<file path="config.mk">
export PLATFORM = sky130hd
export DESIGN_NAME = sysmgmt_seq
export DESIGN_NICKNAME = d
export VERILOG_FILES = /design/src/rtl/sysmgmt_pkg.sv /design/src/rtl/sysmgmt_image.sv /design/src/rtl/sysmgmt_unpack.sv /design/src/rtl/sysmgmt_ctrl.sv /design/src/rtl/sysmgmt_seq.sv
export SDC_FILE = /design/constraint.sdc
export NUM_CORES = 2
export LEC_CHECK = 0
export BUFFER_PORTS_ARGS = -buffer_cell sky130_fd_sc_hd__buf_2
export CAP_MARGIN = 20
export CORE_AREA = 2 2 517 519
export DETAILED_ROUTE_END_ITERATION = 7
export DIE_AREA = 0 0 519 521
export HOLD_SLACK_MARGIN = 0.08
export PLACE_DENSITY_LB_ADDON = 0.1
export SLEW_MARGIN = 15
export SYNTH_ARGS = -nofsm -noshare
export SYNTH_HDL_FRONTEND = slang
export SYNTH_HIERARCHICAL = 1
export SYNTH_SLANG_ARGS = --single-unit
</file>
<file path="constraint.sdc">
create_clock -name clk -period 4.75 [get_ports clk]
set_clock_uncertainty 0.1 [all_clocks]
set_input_delay 0.7125 -clock clk [delete_from_list [all_inputs] [get_ports clk]]
set_output_delay 0.7125 -clock clk [all_outputs]
set_load 0.01 [all_outputs]
</file>
<file path="src/rtl/sysmgmt_pkg.sv">
`timescale 1ns/1ps
package sysmgmt_pkg;
  localparam int WORD_W    = 32;
  localparam int SEL_W     = 16;
  localparam int IMG_WORDS = 128;
  localparam int SLOT_W    = $clog2(IMG_WORDS);
  localparam int NUM_GPR   = 8;
  localparam int NUM_SEG   = 6;
  localparam logic [WORD_W-1:0] WINDOW_TOP = 32'h0001_0000;

  // save-area offset -> word slot (slot 0 is written first)
  function automatic int slot_of(int offset);
    return ((32'h8000 - offset) >> 2) - 1;
  endfunction

  localparam int SLOT_CTL0  = slot_of(32'h7FFC);
  localparam int SLOT_CTL3  = slot_of(32'h7FF8);
  localparam int SLOT_FLAGS = slot_of(32'h7FF4);
  localparam int SLOT_IP    = slot_of(32'h7FF0);
  localparam int SLOT_GPR0  = slot_of(32'h7FD0);
  localparam int SLOT_DBG6  = slot_of(32'h7FCC);
  localparam int SLOT_DBG7  = slot_of(32'h7FC8);
  localparam int SLOT_TR    = slot_of(32'h7FC4);
  localparam int SLOT_SEG0  = slot_of(32'h7FA8);
  localparam int SLOT_BASE  = slot_of(32'h7EF8);

  typedef struct packed {
    logic [WORD_W-1:0]                 ctl0, ctl3, flags, ip;
    logic [NUM_GPR-1:0][WORD_W-1:0]    gpr;
    logic [WORD_W-1:0]                 dbg6, dbg7;
    logic [SEL_W-1:0]                  tr_sel;
    logic [NUM_SEG-1:0][SEL_W-1:0]     seg_sel;
    logic [WORD_W-1:0]                 base;
  } snap_t;

  typedef struct packed {
    logic [WORD_W-1:0]                 ctl0, ctl3, flags, ip;
    logic [NUM_GPR-1:0][WORD_W-1:0]    gpr;
    logic [WORD_W-1:0]                 dbg6, dbg7;
    logic [WORD_W-1:0]                 base;
  } restore_t;

  typedef enum logic [2:0] {PH_IDLE, PH_SAVE, PH_ENTER, PH_LOAD, PH_EXIT} phase_t;

  function automatic logic [WORD_W-1:0] word_addr(logic [WORD_W-1:0] base,
                                                  logic [SLOT_W-1:0] slot);
    return base + WINDOW_TOP - ((32'(slot) + 32'd1) << 2);
  endfunction

  function automatic logic [WORD_W-1:0] entry_ctl0(logic [WORD_W-1:0] v);
    return v & 32'h7FFF_FFF2;
  endfunction

  function automatic logic [SEL_W-1:0] entry_cs_sel(logic [WORD_W-1:0] base);
    return base[19:4];
  endfunction
endpackage

</file>
<file path="src/rtl/sysmgmt_image.sv">
`timescale 1ns/1ps
module sysmgmt_image
  import sysmgmt_pkg::*;
(
  input  snap_t              img,
  input  logic [SLOT_W-1:0]  slot,
  output logic [WORD_W-1:0]  word
);
  always_comb begin
    word = '0;
    case (int'(slot))
      SLOT_CTL0:  word = img.ctl0;
      SLOT_CTL3:  word = img.ctl3;
      SLOT_FLAGS: word = img.flags;
      SLOT_IP:    word = img.ip;
      SLOT_DBG6:  word = img.dbg6;
      SLOT_DBG7:  word = img.dbg7;
      SLOT_TR:    word = {{(WORD_W-SEL_W){1'b0}}, img.tr_sel};
      SLOT_BASE:  word = img.base;
      default:    ;
    endcase
    for (int g = 0; g < NUM_GPR; g++)
      if (int'(slot) == SLOT_GPR0 - g) word = img.gpr[g];
    for (int s = 0; s < NUM_SEG; s++)
      if (int'(slot) == SLOT_SEG0 - s) word = {{(WORD_W-SEL_W){1'b0}}, img.seg_sel[s]};
  end
endmodule

</file>
<file path="src/rtl/sysmgmt_unpack.sv">
`timescale 1ns/1ps
module sysmgmt_unpack
  import sysmgmt_pkg::*;
(
  input  logic               clk,
  input  logic               rst_n,
  input  logic               cap_en,
  input  logic [SLOT_W-1:0]  slot,
  input  logic [WORD_W-1:0]  rdata,
  output restore_t           img
);
  always_ff @(posedge clk or negedge rst_n) begin
    if (!rst_n) begin
      img <= '0;
    end else if (cap_en) begin
      case (int'(slot))
        SLOT_CTL0:  img.ctl0  <= rdata;
        SLOT_CTL3:  img.ctl3  <= rdata;
        SLOT_FLAGS: img.flags <= rdata;
        SLOT_IP:    img.ip    <= rdata;
        SLOT_DBG6:  img.dbg6  <= rdata;
        SLOT_DBG7:  img.dbg7  <= rdata;
        SLOT_BASE:  img.base  <= rdata;
        default:    ;
      endcase
      for (int g = 0; g < NUM_GPR; g++)
        if (int'(slot) == SLOT_GPR0 - g) img.gpr[g] <= rdata;
    end
  end
endmodule

</file>
<file path="src/rtl/sysmgmt_ctrl.sv">
`timescale 1ns/1ps
module sysmgmt_ctrl
  import sysmgmt_pkg::*;
(
  input  logic               clk,
  input  logic               rst_n,
  input  logic               mgmt_irq,
  input  logic               resume_req,
  input  logic               mem_ack,
  output phase_t             phase,
  output logic [SLOT_W-1:0]  slot,
  output logic               take_irq,
  output logic               take_resume,
  output logic               in_mgmt,
  output logic               nmi_blk,
  output logic               ud_fault
);
  logic last_slot;
  assign last_slot   = (slot == SLOT_W'(IMG_WORDS-1));
  assign take_irq    = (phase == PH_IDLE) && mgmt_irq && !in_mgmt;
  assign take_resume = (phase == PH_IDLE) && resume_req && in_mgmt;

  always_ff @(posedge clk or negedge rst_n) begin
    if (!rst_n) begin
      phase    <= PH_IDLE;
      slot     <= '0;
      in_mgmt  <= 1'b0;
      nmi_blk  <= 1'b0;
      ud_fault <= 1'b0;
    end else begin
      ud_fault <= (phase == PH_IDLE) && resume_req && !in_mgmt;
      case (phase)
        PH_IDLE: begin
          if (take_irq) begin
            phase <= PH_SAVE; slot <= '0;
          end else if (take_resume) begin
            phase <= PH_LOAD; slot <= '0;
          end
        end
        PH_SAVE, PH_LOAD: begin
          if (mem_ack) begin
            if (last_slot) phase <= (phase == PH_SAVE) ? PH_ENTER : PH_EXIT;
            else           slot  <= slot + 1'b1;
          end
        end
        PH_ENTER: begin
          phase <= PH_IDLE; in_mgmt <= 1'b1; nmi_blk <= 1'b1;
        end
        default: begin
          phase <= PH_IDLE; in_mgmt <= 1'b0; nmi_blk <= 1'b0;
        end
      endcase
    end
  end


  smi_ignore_chk: assert property (@(posedge clk) disable iff (!rst_n)
    (phase == PH_IDLE && in_mgmt && mgmt_irq && !resume_req) |=> (phase == PH_IDLE && in_mgmt));
endmodule

</file>
<file path="src/rtl/sysmgmt_seq.sv">
`timescale 1ns/1ps
module sysmgmt_seq
  import sysmgmt_pkg::*;
(
  input  logic                        clk,
  input  logic                        rst_n,
  input  logic                        mgmt_irq,
  input  logic                        resume_req,
  input  logic [WORD_W-1:0]           snap_ctl0,
  input  logic [WORD_W-1:0]           snap_ctl3,
  input  logic [WORD_W-1:0]           snap_flags,
  input  logic [WORD_W-1:0]           snap_ip,
  input  logic [NUM_GPR*WORD_W-1:0]   snap_gpr,
  input  logic [WORD_W-1:0]           snap_dbg6,
  input  logic [WORD_W-1:0]           snap_dbg7,
  input  logic [SEL_W-1:0]            snap_tr_sel,
  input  logic [NUM_SEG*SEL_W-1:0]    snap_seg_sel,
  input  logic [WORD_W-1:0]           snap_save_base,
  output logic                        mem_req,
  output logic                        mem_we,
  output logic [WORD_W-1:0]           mem_addr,
  output logic [WORD_W-1:0]           mem_wdata,
  input  logic                        mem_ack,
  input  logic [WORD_W-1:0]           mem_rdata,
  output logic                        ld_stb,
  output logic                        ld_entry,
  output logic [WORD_W-1:0]           ld_ctl0,
  output logic [WORD_W-1:0]           ld_ctl3,
  output logic [WORD_W-1:0]           ld_ctl4,
  output logic [WORD_W-1:0]           ld_flags,
  output logic [WORD_W-1:0]           ld_ip,
  output logic [NUM_GPR*WORD_W-1:0]   ld_gpr,
  output logic [WORD_W-1:0]           ld_dbg6,
  output logic [WORD_W-1:0]           ld_dbg7,
  output logic [WORD_W-1:0]           ld_save_base,
  output logic [SEL_W-1:0]            ld_cs_sel,
  output logic [WORD_W-1:0]           ld_cs_base,
  output logic [WORD_W-1:0]           ld_data_base,
  output logic [SEL_W-1:0]            ld_seg_limit,
  output logic                        busy,
  output logic                        in_mgmt,
  output logic                        nmi_blk,
  output logic                        ud_fault
);
  localparam logic [WORD_W-1:0] ENTRY_FLAGS = 32'h0000_0002;
  localparam logic [WORD_W-1:0] ENTRY_IP    = 32'h0000_8000;
  localparam logic [WORD_W-1:0] ENTRY_DBG7  = 32'h0000_0400;

  phase_t             phase;
  logic [SLOT_W-1:0]  slot;
  logic               take_irq, take_resume;
  snap_t              snap_in, snap_q;
  restore_t           rest;
  logic [WORD_W-1:0]  base_q, img_word;
  logic               cap_en;

  assign snap_in = '{ctl0: snap_ctl0, ctl3: snap_ctl3, flags: snap_flags, ip: snap_ip,
                     gpr: snap_gpr, dbg6: snap_dbg6, dbg7: snap_dbg7, tr_sel: snap_tr_sel,
                     seg_sel: snap_seg_sel, base: snap_save_base};

  sysmgmt_ctrl u_ctrl (
    .clk(clk), .rst_n(rst_n), .mgmt_irq(mgmt_irq), .resume_req(resume_req),
    .mem_ack(mem_ack), .phase(phase), .slot(slot), .take_irq(take_irq),
    .take_resume(take_resume), .in_mgmt(in_mgmt), .nmi_blk(nmi_blk), .ud_fault(ud_fault)
  );

  sysmgmt_image u_image (.img(snap_q), .slot(slot), .word(img_word));

  assign cap_en = (phase == PH_LOAD) && mem_ack;
  sysmgmt_unpack u_unpack (
    .clk(clk), .rst_n(rst_n), .cap_en(cap_en), .slot(slot), .rdata(mem_rdata), .img(rest)
  );

  always_ff @(posedge clk or negedge rst_n) begin
    if (!rst_n) begin
      snap_q <= '0;
      base_q <= '0;
    end else begin
      if (take_irq) snap_q <= snap_in;
      if (take_irq || take_resume) base_q <= snap_save_base;
    end
  end

  assign mem_req   = (phase == PH_SAVE) || (phase == PH_LOAD);
  assign mem_we    = (phase == PH_SAVE);
  assign mem_addr  = mem_req ? word_addr(base_q, slot) : '0;
  assign mem_wdata = mem_we ? img_word : '0;

  assign busy     = (phase != PH_IDLE);
  assign ld_stb   = (phase == PH_ENTER) || (phase == PH_EXIT);
  assign ld_entry = (phase == PH_ENTER);

  always_comb begin
    if (ld_entry) begin
      ld_ctl0      = entry_ctl0(snap_q.ctl0);
      ld_ctl3      = snap_q.ctl3;
      ld_flags     = ENTRY_FLAGS;
      ld_ip        = ENTRY_IP;
      ld_gpr       = snap_q.gpr;
      ld_dbg6      = snap_q.dbg6;
      ld_dbg7      = ENTRY_DBG7;
      ld_save_base = snap_q.base;
    end else begin
      ld_ctl0      = rest.ctl0;
      ld_ctl3      = rest.ctl3;
      ld_flags     = rest.flags;
      ld_ip        = rest.ip;
      ld_gpr       = rest.gpr;
      ld_dbg6      = rest.dbg6;
      ld_dbg7      = rest.dbg7;
      ld_save_base = rest.base;
    end
  end

  assign ld_ctl4      = '0;
  assign ld_cs_sel    = entry_cs_sel(ld_save_base);
  assign ld_cs_base   = ld_save_base;
  assign ld_data_base = '0;
  assign ld_seg_limit = {SEL_W{1'b1}};


  addr_step_chk: assert property (@(posedge clk) disable iff (!rst_n)
    (mem_req && mem_ack) |=> (!mem_req || mem_addr == $past(mem_addr) - 32'd4));

  enter_flags_chk: assert property (@(posedge clk) disable iff (!rst_n)
    $rose(in_mgmt) |-> ($past(ld_stb && ld_entry) && nmi_blk));

  fault_chk: assert property (@(posedge clk) disable iff (!rst_n)
    (resume_req && !mgmt_irq && !in_mgmt && !busy) |=> (ud_fault && !mem_req && !busy));

  read_only_chk: assert property (@(posedge clk) disable iff (!rst_n)
    (mem_req && in_mgmt) |-> !mem_we);

  exit_flags_chk: assert property (@(posedge clk) disable iff (!rst_n)
    $fell(in_mgmt) |-> ($past(ld_stb && !ld_entry) && !nmi_blk));

  hold_chk: assert property (@(posedge clk) disable iff (!rst_n)
    (mem_req && !mem_ack) |=> (mem_req && $stable(mem_addr) && $stable(mem_we) && $stable(mem_wdata)));

  busy_chk: assert property (@(posedge clk) disable iff (!rst_n) ld_stb |-> busy);

  busy_end_chk: assert property (@(posedge clk) disable iff (!rst_n) $fell(busy) |-> $past(ld_stb));
endmodule

</file>
==> results.sh <==
export IMPL_status="finished with violations"
export IMPL_violations="setup timing"
export IMPL_synth_cell_types=99
export IMPL_end_kind="primary output"
export IMPL_die_y_um=521
export IMPL_total_power_mw=42.4
export IMPL_numClockSinks=1116
export IMPL_yosys_warnings=6
export IMPL_vias_per_cell=4.67
export IMPL_final_common_cell="mux2_2"
export IMPL_crit_path_max_fanout=5
export IMPL_maxCapViolations=0
export IMPL_cts_root_buf="clkbuf_16"
export IMPL_hold_viol_final=0
export IMPL_clock_latency_ps=810
export IMPL_min_period_ps=4800
export IMPL_num_vias=46351
export IMPL_ys_seq_area_frac=0.495
export IMPL_grt_max_degree=121
export IMPL_rsz0062_at_grt="true"
export IMPL_io_buffers=1228
export IMPL_syn2layout_area_growth_pct=40.0
export IMPL_fin_ws_ps=-50.8
export IMPL_drive_above_1_share=0.531
export IMPL_p_leak_nw=37.2
export IMPL_final_net_count=6863
export IMPL_placed_area_um2=66500
export IMPL_crit_type="reg -> out"
export IMPL_crit_required_ps=3940
export IMPL_tritoncts="built"
export IMPL_slew_headroom=0.235
export IMPL_synth_top_cell_area_share=0.495
export IMPL_dp_cells=8953
export IMPL_antenna_found_initial=179
export IMPL_synth_seq_cells=1116
export IMPL_hold_ws_ps=137
export IMPL_setup_violations=2
export IMPL_fin_crit_sh=1.01
export IMPL_first_pass_iters=6
export IMPL_wl_per_cell_um=34.1
export IMPL_clockBufferDepth=3
export IMPL_syn_area_per_cell_um2=12.8
export IMPL_placementRows=189
export IMPL_start_util=0.213
export IMPL_syn_cell_area_um2=56400
export IMPL_dp_hpwl_um=259000
export IMPL_worstHoldPathType="in -> reg"
export IMPL_instances_no_fill=9927
export IMPL_ys_async_sr_fraction=1.00
export IMPL_coreArea_um2=264000
export IMPL_pre_cts_ws_ps=-4.89
export IMPL_synthCells=4413
export IMPL_worst_pin_slew_ps=1150
export IMPL_mostFrequentLayoutCells="mux2_2 (1519), buf_2 (1225), dfrtp_1 (1110)"
export IMPL_yosys_area_top_type="dfrtp_1"
export IMPL_gp_congestion=0.922
export IMPL_grt_overflow_total=0
export IMPL_grt_pass1_wl_um=447000
export IMPL_cp_arrival_ps=3990
export IMPL_grt_usage=0.243
export IMPL_ir_drop_v=0.000382
export IMPL_clk_pin_slew_ps=60
export IMPL_cp_start_kind="flop"
export IMPL_grt_pass1_vias=47376
export IMPL_slew_violations=0
export IMPL_synth_edf_count=0
export IMPL_die_area_um2=270000
export IMPL_synth_area_leaders="dfrtp_1 (50%), mux2_2 (30%), buf_4 (1.8%)"
export IMPL_fmax_mhz=208
export IMPL_die_w_um=519
export IMPL_drt_iter0_markers=3047
export IMPL_drt_total_wl_um=339000
export IMPL_synth_flop_cell="dfrtp_1"
export IMPL_antenna_left=0
export IMPL_final_cell_area_um2=78900
export IMPL_drcViolationCount=0
export IMPL_num_io_pins=1309
export IMPL_htree_levels=4
export IMPL_cts_buffers=151
export IMPL_cellPowerDensity_nw_per_um2=537
[registers in the layout, indices dropped and copies added, names as in the netlist]
signal,flops
u_ctrl/ud_fault,1
u_ctrl/nmi_blk,1
snap_q,592
u_ctrl/phase,3
u_ctrl/slot,7
base_q,32
u_unpack/img,480
[Yosys cell counts, types with 29 or more instances]
master,number
inv_1,38
nor3_1,42
nor2b_1,112
nand3_1,45
dfrtp_1,1116
clkbuf_1,134
o211ai_1,29
ha_1,41
nor2_1,85
a21oi_1,110
o22ai_1,48
and2_1,44
mux2_2,1519
buf_2,150
a211oi_1,30
buf_4,135
nand2_1,100
mux2i_1,61
o21ai_0,130
[critical path: stages, from the launching register on]
cell,delay (ps)
dfrtp_4,520
ha_4,200
xnor2_2,130
ha_1,320
ha_4,300
o211ai_1,130
a2111o_1,450
a21o_1,260
a31oi_4,290
nor4_4,90
nor3b_4,290
buf_2,200
[metal layers]
layer / global-route usage / vias up / wire length [um]
met5: 0 / - / 329
met3: 0.0610 / 439 / 24500
met1: 0.329 / 24225 / 151000
li1: - / 19666 / -
met4: 0.0630 / 50 / 9560
met2: 0.385 / 1971 / 153000
[kinds of logic (layout without fill, tap and decap cells)]
kind of cell             count (synthesis)  after routing  synth area share
multiplexers                          1597           1597             0.320
XOR/XNOR                                18             18           0.00280
flip-flops                            1116           1116             0.495
AND/OR/NAND/NOR                        563            563            0.0552
other                                    2            160          0.000133
adder cells (fa/ha/maj)                 41             41           0.00910
AO/OA/AOI/OAI                          587            587            0.0709
buffers and inverters                  489           2312            0.0460
[report_power, final]
group	internal [mW]	switching (mW)	total, mW
clock	6.98	5.03	12.0
sequential	11.4	3.09	14.5
combinational	6.49	9.39	15.9
total	24.9	17.5	42.4
[layout make-up]
class,instances,area (um2)
Antenna cell,80,200
Clock buffer,216,4400
Clock inverter,58,752
Fill cell,27601,185000
Inverter,38,144
Multi-Input combinational cell,2886,27100
Sequential cell,1116,27900
Tap cell,3533,4420
Timing Repair Buffer,2000,14000
[path summary, 6_finish.rpt]
check                                   from  slack (ps)  cells after the start                 to
max                           u_ctrl/slot[1]         -50                     11       mem_addr[31]
min                        snap_save_base[8]         140                      2          snap_q[8]
max reg2reg                  u_ctrl/phase[2]        1300                      7  u_unpack/img[345]
min reg2reg                 u_unpack/img[38]         390                      1   u_unpack/img[38]
max in group asynchronous              rst_n        2820                      3        snap_q[304]
min in group asynchronous              rst_n         330                      2  u_unpack/img[360]
[what timing repair did]
| action | 4_1_cts | 5_1_grt |
|---|---|---|
| gates cloned | 2 | 0 |
| hold endpoints to repair | 686 | 0 |
| endpoints found under the setup margin | 53 | 46 |
| pin swaps | 33 | 34 |
| buffers inserted | 20 | 13 |
| hold buffers | 585 | 0 |
| resized for setup | 99 | 70 |
[stage by stage]
stage	utilization	TNS, ps
6_report	0.299	-85.3
4_1_cts	0.296	-1340
3_3_place_gp	0.252	-41.4
5_1_grt	0.298	-1340
3_5_place_dp	0.252	-4.89
2_1_floorplan	-	0
(Power assumes the default switching activity.)
